`src/rtl/attr_pkg.sv`:
```
// Package: attribute encoding and register word indices shared by the
// resolver and its submodules. Assumes a 2-bit ranked attribute code.
package attr_pkg;
    localparam logic [1:0] ATTR_NS  = 2'b00;
    localparam logic [1:0] ATTR_NSC = 2'b01;
    localparam logic [1:0] ATTR_S   = 2'b10;

    localparam logic [2:0] RG_CTRL  = 3'd0;
    localparam logic [2:0] RG_CAP   = 3'd1;
    localparam logic [2:0] RG_SEL   = 3'd2;
    localparam logic [2:0] RG_BASE  = 3'd3;
    localparam logic [2:0] RG_LIMIT = 3'd4;
endpackage

```
`src/rtl/attr_regfile.sv`:
```
// Register file: holds the global enable, the window selector and the
// per-window base/limit/flags. Assumes ADDR_W >= GRAN + 2.
module attr_regfile #(
    parameter int NUM_REGIONS = 4,
    parameter int ADDR_W      = 32,
    parameter int GRAN        = 5,
    localparam int SEL_W      = (NUM_REGIONS > 1) ? $clog2(NUM_REGIONS) : 1,
    localparam int HI_W       = ADDR_W - GRAN
) (
    input  logic              clk,
    input  logic              rst_n,
    input  logic              reg_we,
    input  logic              reg_re,
    input  logic [2:0]        reg_addr,
    input  logic [ADDR_W-1:0] reg_wdata,
    output logic [ADDR_W-1:0] reg_rdata,
    output logic              ctrl_en,
    output logic [HI_W-1:0]   base_hi [NUM_REGIONS],
    output logic [HI_W-1:0]   lim_hi  [NUM_REGIONS],
    output logic [NUM_REGIONS-1:0] win_en,
    output logic [NUM_REGIONS-1:0] win_nsc
);
    import attr_pkg::*;

    logic [SEL_W-1:0]  sel_q;
    logic [ADDR_W-1:0] rd_mux;

    // Register writes: enable, selector (range-checked) and selected window.
    always_ff @(posedge clk) begin
        if (!rst_n) begin
            ctrl_en <= 1'b0;
            sel_q   <= '0;
            win_en  <= '0;
            win_nsc <= '0;
            for (int i = 0; i < NUM_REGIONS; i++) begin
                base_hi[i] <= '0;
                lim_hi[i]  <= '0;
            end
        end else if (reg_we) begin
            case (reg_addr)
                RG_CTRL:  ctrl_en <= reg_wdata[0];
                RG_SEL:   if (reg_wdata < ADDR_W'(NUM_REGIONS))
                              sel_q <= reg_wdata[SEL_W-1:0];
                RG_BASE:  base_hi[sel_q] <= reg_wdata[ADDR_W-1:GRAN];
                RG_LIMIT: begin
                    lim_hi[sel_q]  <= reg_wdata[ADDR_W-1:GRAN];
                    win_nsc[sel_q] <= reg_wdata[1];
                    win_en[sel_q]  <= reg_wdata[0];
                end
                default: ;
            endcase
        end
    end

    // Read multiplexer over the register words.
    always_comb begin
        case (reg_addr)
            RG_CTRL:  rd_mux = {{(ADDR_W-1){1'b0}}, ctrl_en};
            RG_CAP:   rd_mux = ADDR_W'(NUM_REGIONS);
            RG_SEL:   rd_mux = ADDR_W'(sel_q);
            RG_BASE:  rd_mux = {base_hi[sel_q], {GRAN{1'b0}}};
            RG_LIMIT: rd_mux = {lim_hi[sel_q], {(GRAN-2){1'b0}},
                                win_nsc[sel_q], win_en[sel_q]};
            default:  rd_mux = '0;
        endcase
    end

    // Registered read data, held between reads.
    always_ff @(posedge clk) begin
        if (!rst_n)      reg_rdata <= '0;
        else if (reg_re) reg_rdata <= rd_mux;
    end
endmodule

```
`src/rtl/attr_window_match.sv`:
```
// Window comparators: one inclusive range compare per window on the
// granule-aligned address bits. Purely combinational.
module attr_window_match #(
    parameter int NUM_REGIONS = 4,
    parameter int HI_W        = 27
) (
    input  logic [HI_W-1:0]        addr_hi,
    input  logic [HI_W-1:0]        base_hi [NUM_REGIONS],
    input  logic [HI_W-1:0]        lim_hi  [NUM_REGIONS],
    input  logic [NUM_REGIONS-1:0] win_en,
    output logic [NUM_REGIONS-1:0] hit
);
    for (genvar g = 0; g < NUM_REGIONS; g++) begin : g_win
        // Inclusive window compare, gated by the window enable.
        assign hit[g] = win_en[g] && (addr_hi >= base_hi[g]) && (addr_hi <= lim_hi[g]);
    end
endmodule

```
`src/rtl/attr_merge.sv`:
```
// Attribute merge: derives the local attribute from window hits and
// merges it with the external source, the higher rank winning.
module attr_merge #(
    parameter int NUM_REGIONS = 4
) (
    input  logic                   ctrl_en,
    input  logic [NUM_REGIONS-1:0] hit,
    input  logic [NUM_REGIONS-1:0] win_nsc,
    input  logic [1:0]             ext_attr,
    output logic [1:0]             local_attr,
    output logic [1:0]             final_attr
);
    import attr_pkg::*;

    // Local attribute: Secure unless exactly one enabled window claims it.
    always_comb begin
        if (!ctrl_en || $countones(hit) != 1) local_attr = ATTR_S;
        else if (|(hit & win_nsc))            local_attr = ATTR_NSC;
        else                                  local_attr = ATTR_NS;
    end

    // Rank merge: Secure > Non-secure Callable > Non-secure.
    always_comb begin
        if (local_attr == ATTR_S || ext_attr[1])            final_attr = ATTR_S;
        else if (local_attr == ATTR_NSC || ext_attr == ATTR_NSC) final_attr = ATTR_NSC;
        else                                                final_attr = ATTR_NS;
    end
endmodule

```
`src/rtl/mem_attr_resolver.sv`:
```
// Top: programmable address security attribution with external merge.
// Assumes one register access port and a combinational lookup path.
module mem_attr_resolver #(
    parameter int NUM_REGIONS = 4,
    parameter int ADDR_W      = 32,
    parameter int GRAN        = 5
) (
    input  logic              clk,
    input  logic              rst_n,
    input  logic              reg_we,
    input  logic              reg_re,
    input  logic [2:0]        reg_addr,
    input  logic [ADDR_W-1:0] reg_wdata,
    output logic [ADDR_W-1:0] reg_rdata,
    input  logic [ADDR_W-1:0] lkp_addr,
    input  logic [1:0]        ext_attr,
    output logic [1:0]        attr_out
);
    localparam int HI_W = ADDR_W - GRAN;

    logic                   ctrl_en;
    logic [HI_W-1:0]        base_hi [NUM_REGIONS];
    logic [HI_W-1:0]        lim_hi  [NUM_REGIONS];
    logic [NUM_REGIONS-1:0] win_en;
    logic [NUM_REGIONS-1:0] win_nsc;
    logic [NUM_REGIONS-1:0] hit;
    logic [1:0]             local_attr;

    attr_regfile #(.NUM_REGIONS(NUM_REGIONS), .ADDR_W(ADDR_W), .GRAN(GRAN)) u_regs (
        .clk(clk), .rst_n(rst_n), .reg_we(reg_we), .reg_re(reg_re),
        .reg_addr(reg_addr), .reg_wdata(reg_wdata), .reg_rdata(reg_rdata),
        .ctrl_en(ctrl_en), .base_hi(base_hi), .lim_hi(lim_hi),
        .win_en(win_en), .win_nsc(win_nsc)
    );

    attr_window_match #(.NUM_REGIONS(NUM_REGIONS), .HI_W(HI_W)) u_match (
        .addr_hi(lkp_addr[ADDR_W-1:GRAN]), .base_hi(base_hi), .lim_hi(lim_hi),
        .win_en(win_en), .hit(hit)
    );

    attr_merge #(.NUM_REGIONS(NUM_REGIONS)) u_merge (
        .ctrl_en(ctrl_en), .hit(hit), .win_nsc(win_nsc), .ext_attr(ext_attr),
        .local_attr(local_attr), .final_attr(attr_out)
    );
endmodule

```
`config.mk`:
```
export PLATFORM = sky130hd
export DESIGN_NAME = mem_attr_resolver
export DESIGN_NICKNAME = d
export VERILOG_FILES = /design/src/rtl/attr_pkg.sv /design/src/rtl/attr_regfile.sv /design/src/rtl/attr_window_match.sv /design/src/rtl/attr_merge.sv /design/src/rtl/mem_attr_resolver.sv
export SDC_FILE = /design/constraint.sdc
export NUM_CORES = 1
export LEC_CHECK = 0
export ABC_AREA = 1
export BUFFER_PORTS_ARGS = -buffer_cell sky130_fd_sc_hd__buf_2
export CAP_MARGIN = 20
export CORE_MARGIN = 5
export CORE_UTILIZATION = 51
export CTS_CLUSTER_SIZE = 28
export DETAILED_ROUTE_END_ITERATION = 7
export PLACE_DENSITY = 0.78
export SLEW_MARGIN = 25
export SYNTH_ARGS = -nofsm -noshare
export SYNTH_HDL_FRONTEND = slang
export SYNTH_HIERARCHICAL = 1
export SYNTH_SLANG_ARGS = --single-unit
export TNS_END_PERCENT = 1
```
`constraint.sdc`:
```
create_clock -name clk -period 7.5 [get_ports clk]
set_clock_uncertainty 0.1 [all_clocks]
set_input_delay 1.5 -clock clk [delete_from_list [all_inputs] [get_ports clk]]
set_output_delay 1.5 -clock clk [all_outputs]
set_load 0.02 [all_outputs]
```
==> impl_results.rst <==
.. list-table::
   :header-rows: 1

   * - Metric
     - Value
   * - Die span in y
     - 196 µm
   * - Placement Rows
     - 68
   * - Ratio of total power to cell area
     - 174 mW/mm²
   * - Avg Inst Size Synth
     - 6.35 µm²
   * - Final Setup Violations
     - 0
   * - Routed Antenna Nets
     - 0
   * - Overall fraction of global-route tracks in use
     - 31.3%
   * - Worst hold path startpoint
     - u_regs/reg_rdata[18]$_SDFFE_PN0P_
   * - Worst supply voltage drop on vdd
     - 0.151 mV
   * - Startpoint of the most critical setup path
     - lkp_addr[23]
   * - Ratio of cells with drive above 1 in the final layout
     - 6.99%
   * - DRC violation count after routing
     - 0
   * - Pleak
     - 9.29 nW
   * - Final count of pins violating max slew
     - 0
   * - Synthesized area
     - 0.0177 mm²
   * - Post-layout util
     - 56.1%
   * - Post-CTS resize count
     - 0
   * - Via density
     - 5.52
   * - Clock slew at reported path FFs
     - 50 ps
   * - Setup repair after global routing missed its margin
     - false
   * - Final Hold Violating Endpoints
     - 0
   * - Violation count after the first detailed-route iteration
     - 1608
   * - Wire length per cell
     - 18.9 µm
   * - Pin slew with the least headroom to its limit
     - 971 ps
   * - Post-layout total power
     - 3.35 mW
   * - Number of antenna violations at the first check in global routing
     - 2
   * - Core Box Area
     - 0.0344 mm²
   * - Result of the run
     - finished clean
   * - CP endpoint kind
     - output port
   * - TritonCTS clock tree
     - done
   * - Wire length of the first global-routing pass
     - 95400 µm
   * - Net count reported at finish
     - 3091
   * - Number of global-route vias before repair
     - 17500
   * - Post-Route Hold Slack
     - 361 ps
   * - Maximum fanout count along the critical path
     - 8
   * - Count of input and output buffers
     - 99
   * - Area grow syn2layout
     - 8.85%
   * - Total congestion overflow
     - 0
   * - Final RePlAce weighted congestion
     - 0.982
   * - Starting density of the core
     - 51.5%
   * - CP dominant cell by count
     - sky130_fd_sc_hd__ha_1
   * - Shortest clock period the worst path allows after layout
     - 6340 ps
   * - Bufs on Longest Clock Path
     - 3
   * - DIE WIDTH
     - 196 µm
   * - Critical Path Max Stage Delay
     - 400 ps
   * - Later-pin clock latency in the skew report
     - 520 ps
   * - Level count of the clock H-tree
     - 2
   * - Slowest cell on crit path
     - sky130_fd_sc_hd__nor2_1
   * - Maximum capacitance violations
     - 0
   * - # clock sinks
     - 257
   * - Maximum achievable frequency
     - 158 MHz
   * - Via count
     - 18100
   * - Worst r2r src
     - u_regs/sel_q[0]$_SDFFE_PN0P_
   * - Maximum number of pins on one net before global-route repair
     - 135
   * - Worst endpoint data arrival time
     - 4740 ps
   * - Worst hold path class
     - reg -> reg
   * - Drt total wl
     - 61900 µm
   * - DIE AREA
     - 0.0385 mm²
   * - Drt first pass iters
     - 6
   * - Post-DP HPWL
     - 43200 µm
   * - Master cell of the clock root buffer
     - sky130_fd_sc_hd__clkbuf_16
   * - List of cells traversed by the critical path
     - buf_2 -> ha_1 -> nand2_1 -> nor2_1 -> nand4_1 -> and2b_1 -> nand2_1 -> a21oi_2 -> nor2_1 -> ha_1 -> inv_1 -> fa_1 -> inv_1 -> ha_1 -> nor2_4 -> nand4_2 -> a21oi_2 -> buf_2
   * - Relative slew margins
     - 35.3%
   * - Critical path start-end classification
     - in -> out
   * - Mapped Cells
     - 2787
   * - Setup TNS
     - 0 ps
   * - Number of warnings printed during yosys synthesis
     - 6
   * - Post-CTS Setup Repair Bufs
     - 0
   * - Final cycle utilization of the critical path
     - 84.6%
   * - Boundary Pins
     - 107
   * - Startpoint Class
     - primary input
   * - Number of buffers created by CTS
     - 34
   * - Worst EP required
     - 5900 ps
   * - Number of hold buffers added after CTS
     - 0
[stage by stage]
step	cell area [µm²]	instances	setup slack, ps
detailed placement	18200	3218	1160
floorplan	17700	2788	1930
finish	19300	3274	1160
global route	19300	3274	977
global placement	18200	3218	1210
CTS	19300	3272	1150
[layout by cell type (no fill, tap or decap), drive strengths merged, types with 2 or more instances in the layout]
| master | count |
|---|---|
| nand2 | 928 |
| buf | 108 |
| clkinv | 8 |
| and2 | 5 |
| clkbuf | 50 |
| nand4 | 21 |
| nor3 | 9 |
| a21o | 15 |
| inv | 328 |
| conb | 2 |
| o21ai | 239 |
| ha | 218 |
| o21a | 6 |
| o21bai | 3 |
| dfxtp | 257 |
| nand3 | 43 |
| a21oi | 217 |
| nor2 | 353 |
| diode | 2 |
[report_power, final]
part           switching (mW)  internal, mW
Clock                   0.615         0.972
Sequential            0.00913          1.38
Combinational           0.260         0.121
Total                   0.884          2.47
[layout make-up]
cell class	count	area (µm²)
clock inverters	4	47.5
multi-input cells	2064	10600
inverters	334	1250
well taps	455	569
diodes	2	5.00
flip-flops and latches	257	5150
fillers	3466	15100
clock buffers	50	1020
repair buffers	108	573
[worst max-delay path, delay by kind of cell]
kind | cells | cell delay (ps)
fa+ha+maj | 4 | 1170
buf+inv | 4 | 450
simple gates | 8 | 1320
compound gates | 2 | 290
[state kept, by name, indices dropped and copies added (netlist names)]
register,count
u_regs/base_hi,108
u_regs/lim_hi,108
u_regs/reg_rdata,30
u_regs/win_nsc,4
u_regs/win_en,4
u_regs/sel_q,2
u_regs/ctrl_en,1
[worst paths after layout]
check             slack [ps]                                end  depth (start not counted)
setup / recovery        1160                        attr_out[0]                         18
hold / removal           360  u_regs/reg_rdata[18]$_SDFFE_PN0P_                          2
setup reg to reg        4140    u_regs/base_hi[75]$_SDFFE_PN0P_                          8
hold reg to reg          360  u_regs/reg_rdata[18]$_SDFFE_PN0P_                          2
[routing by layer]
layer  vias to the layer above  global-route usage [%]  part of all wire [%]
met5                         -                       0                     0
met4                         0                    19.8                   7.1
met3                       208                    3.64                   7.6
met2                       877                    51.6                    45
met1                      8180                    38.9                    40
li1                       8799                       -                     -
Note: power is estimated with default switching activity, not from simulation.
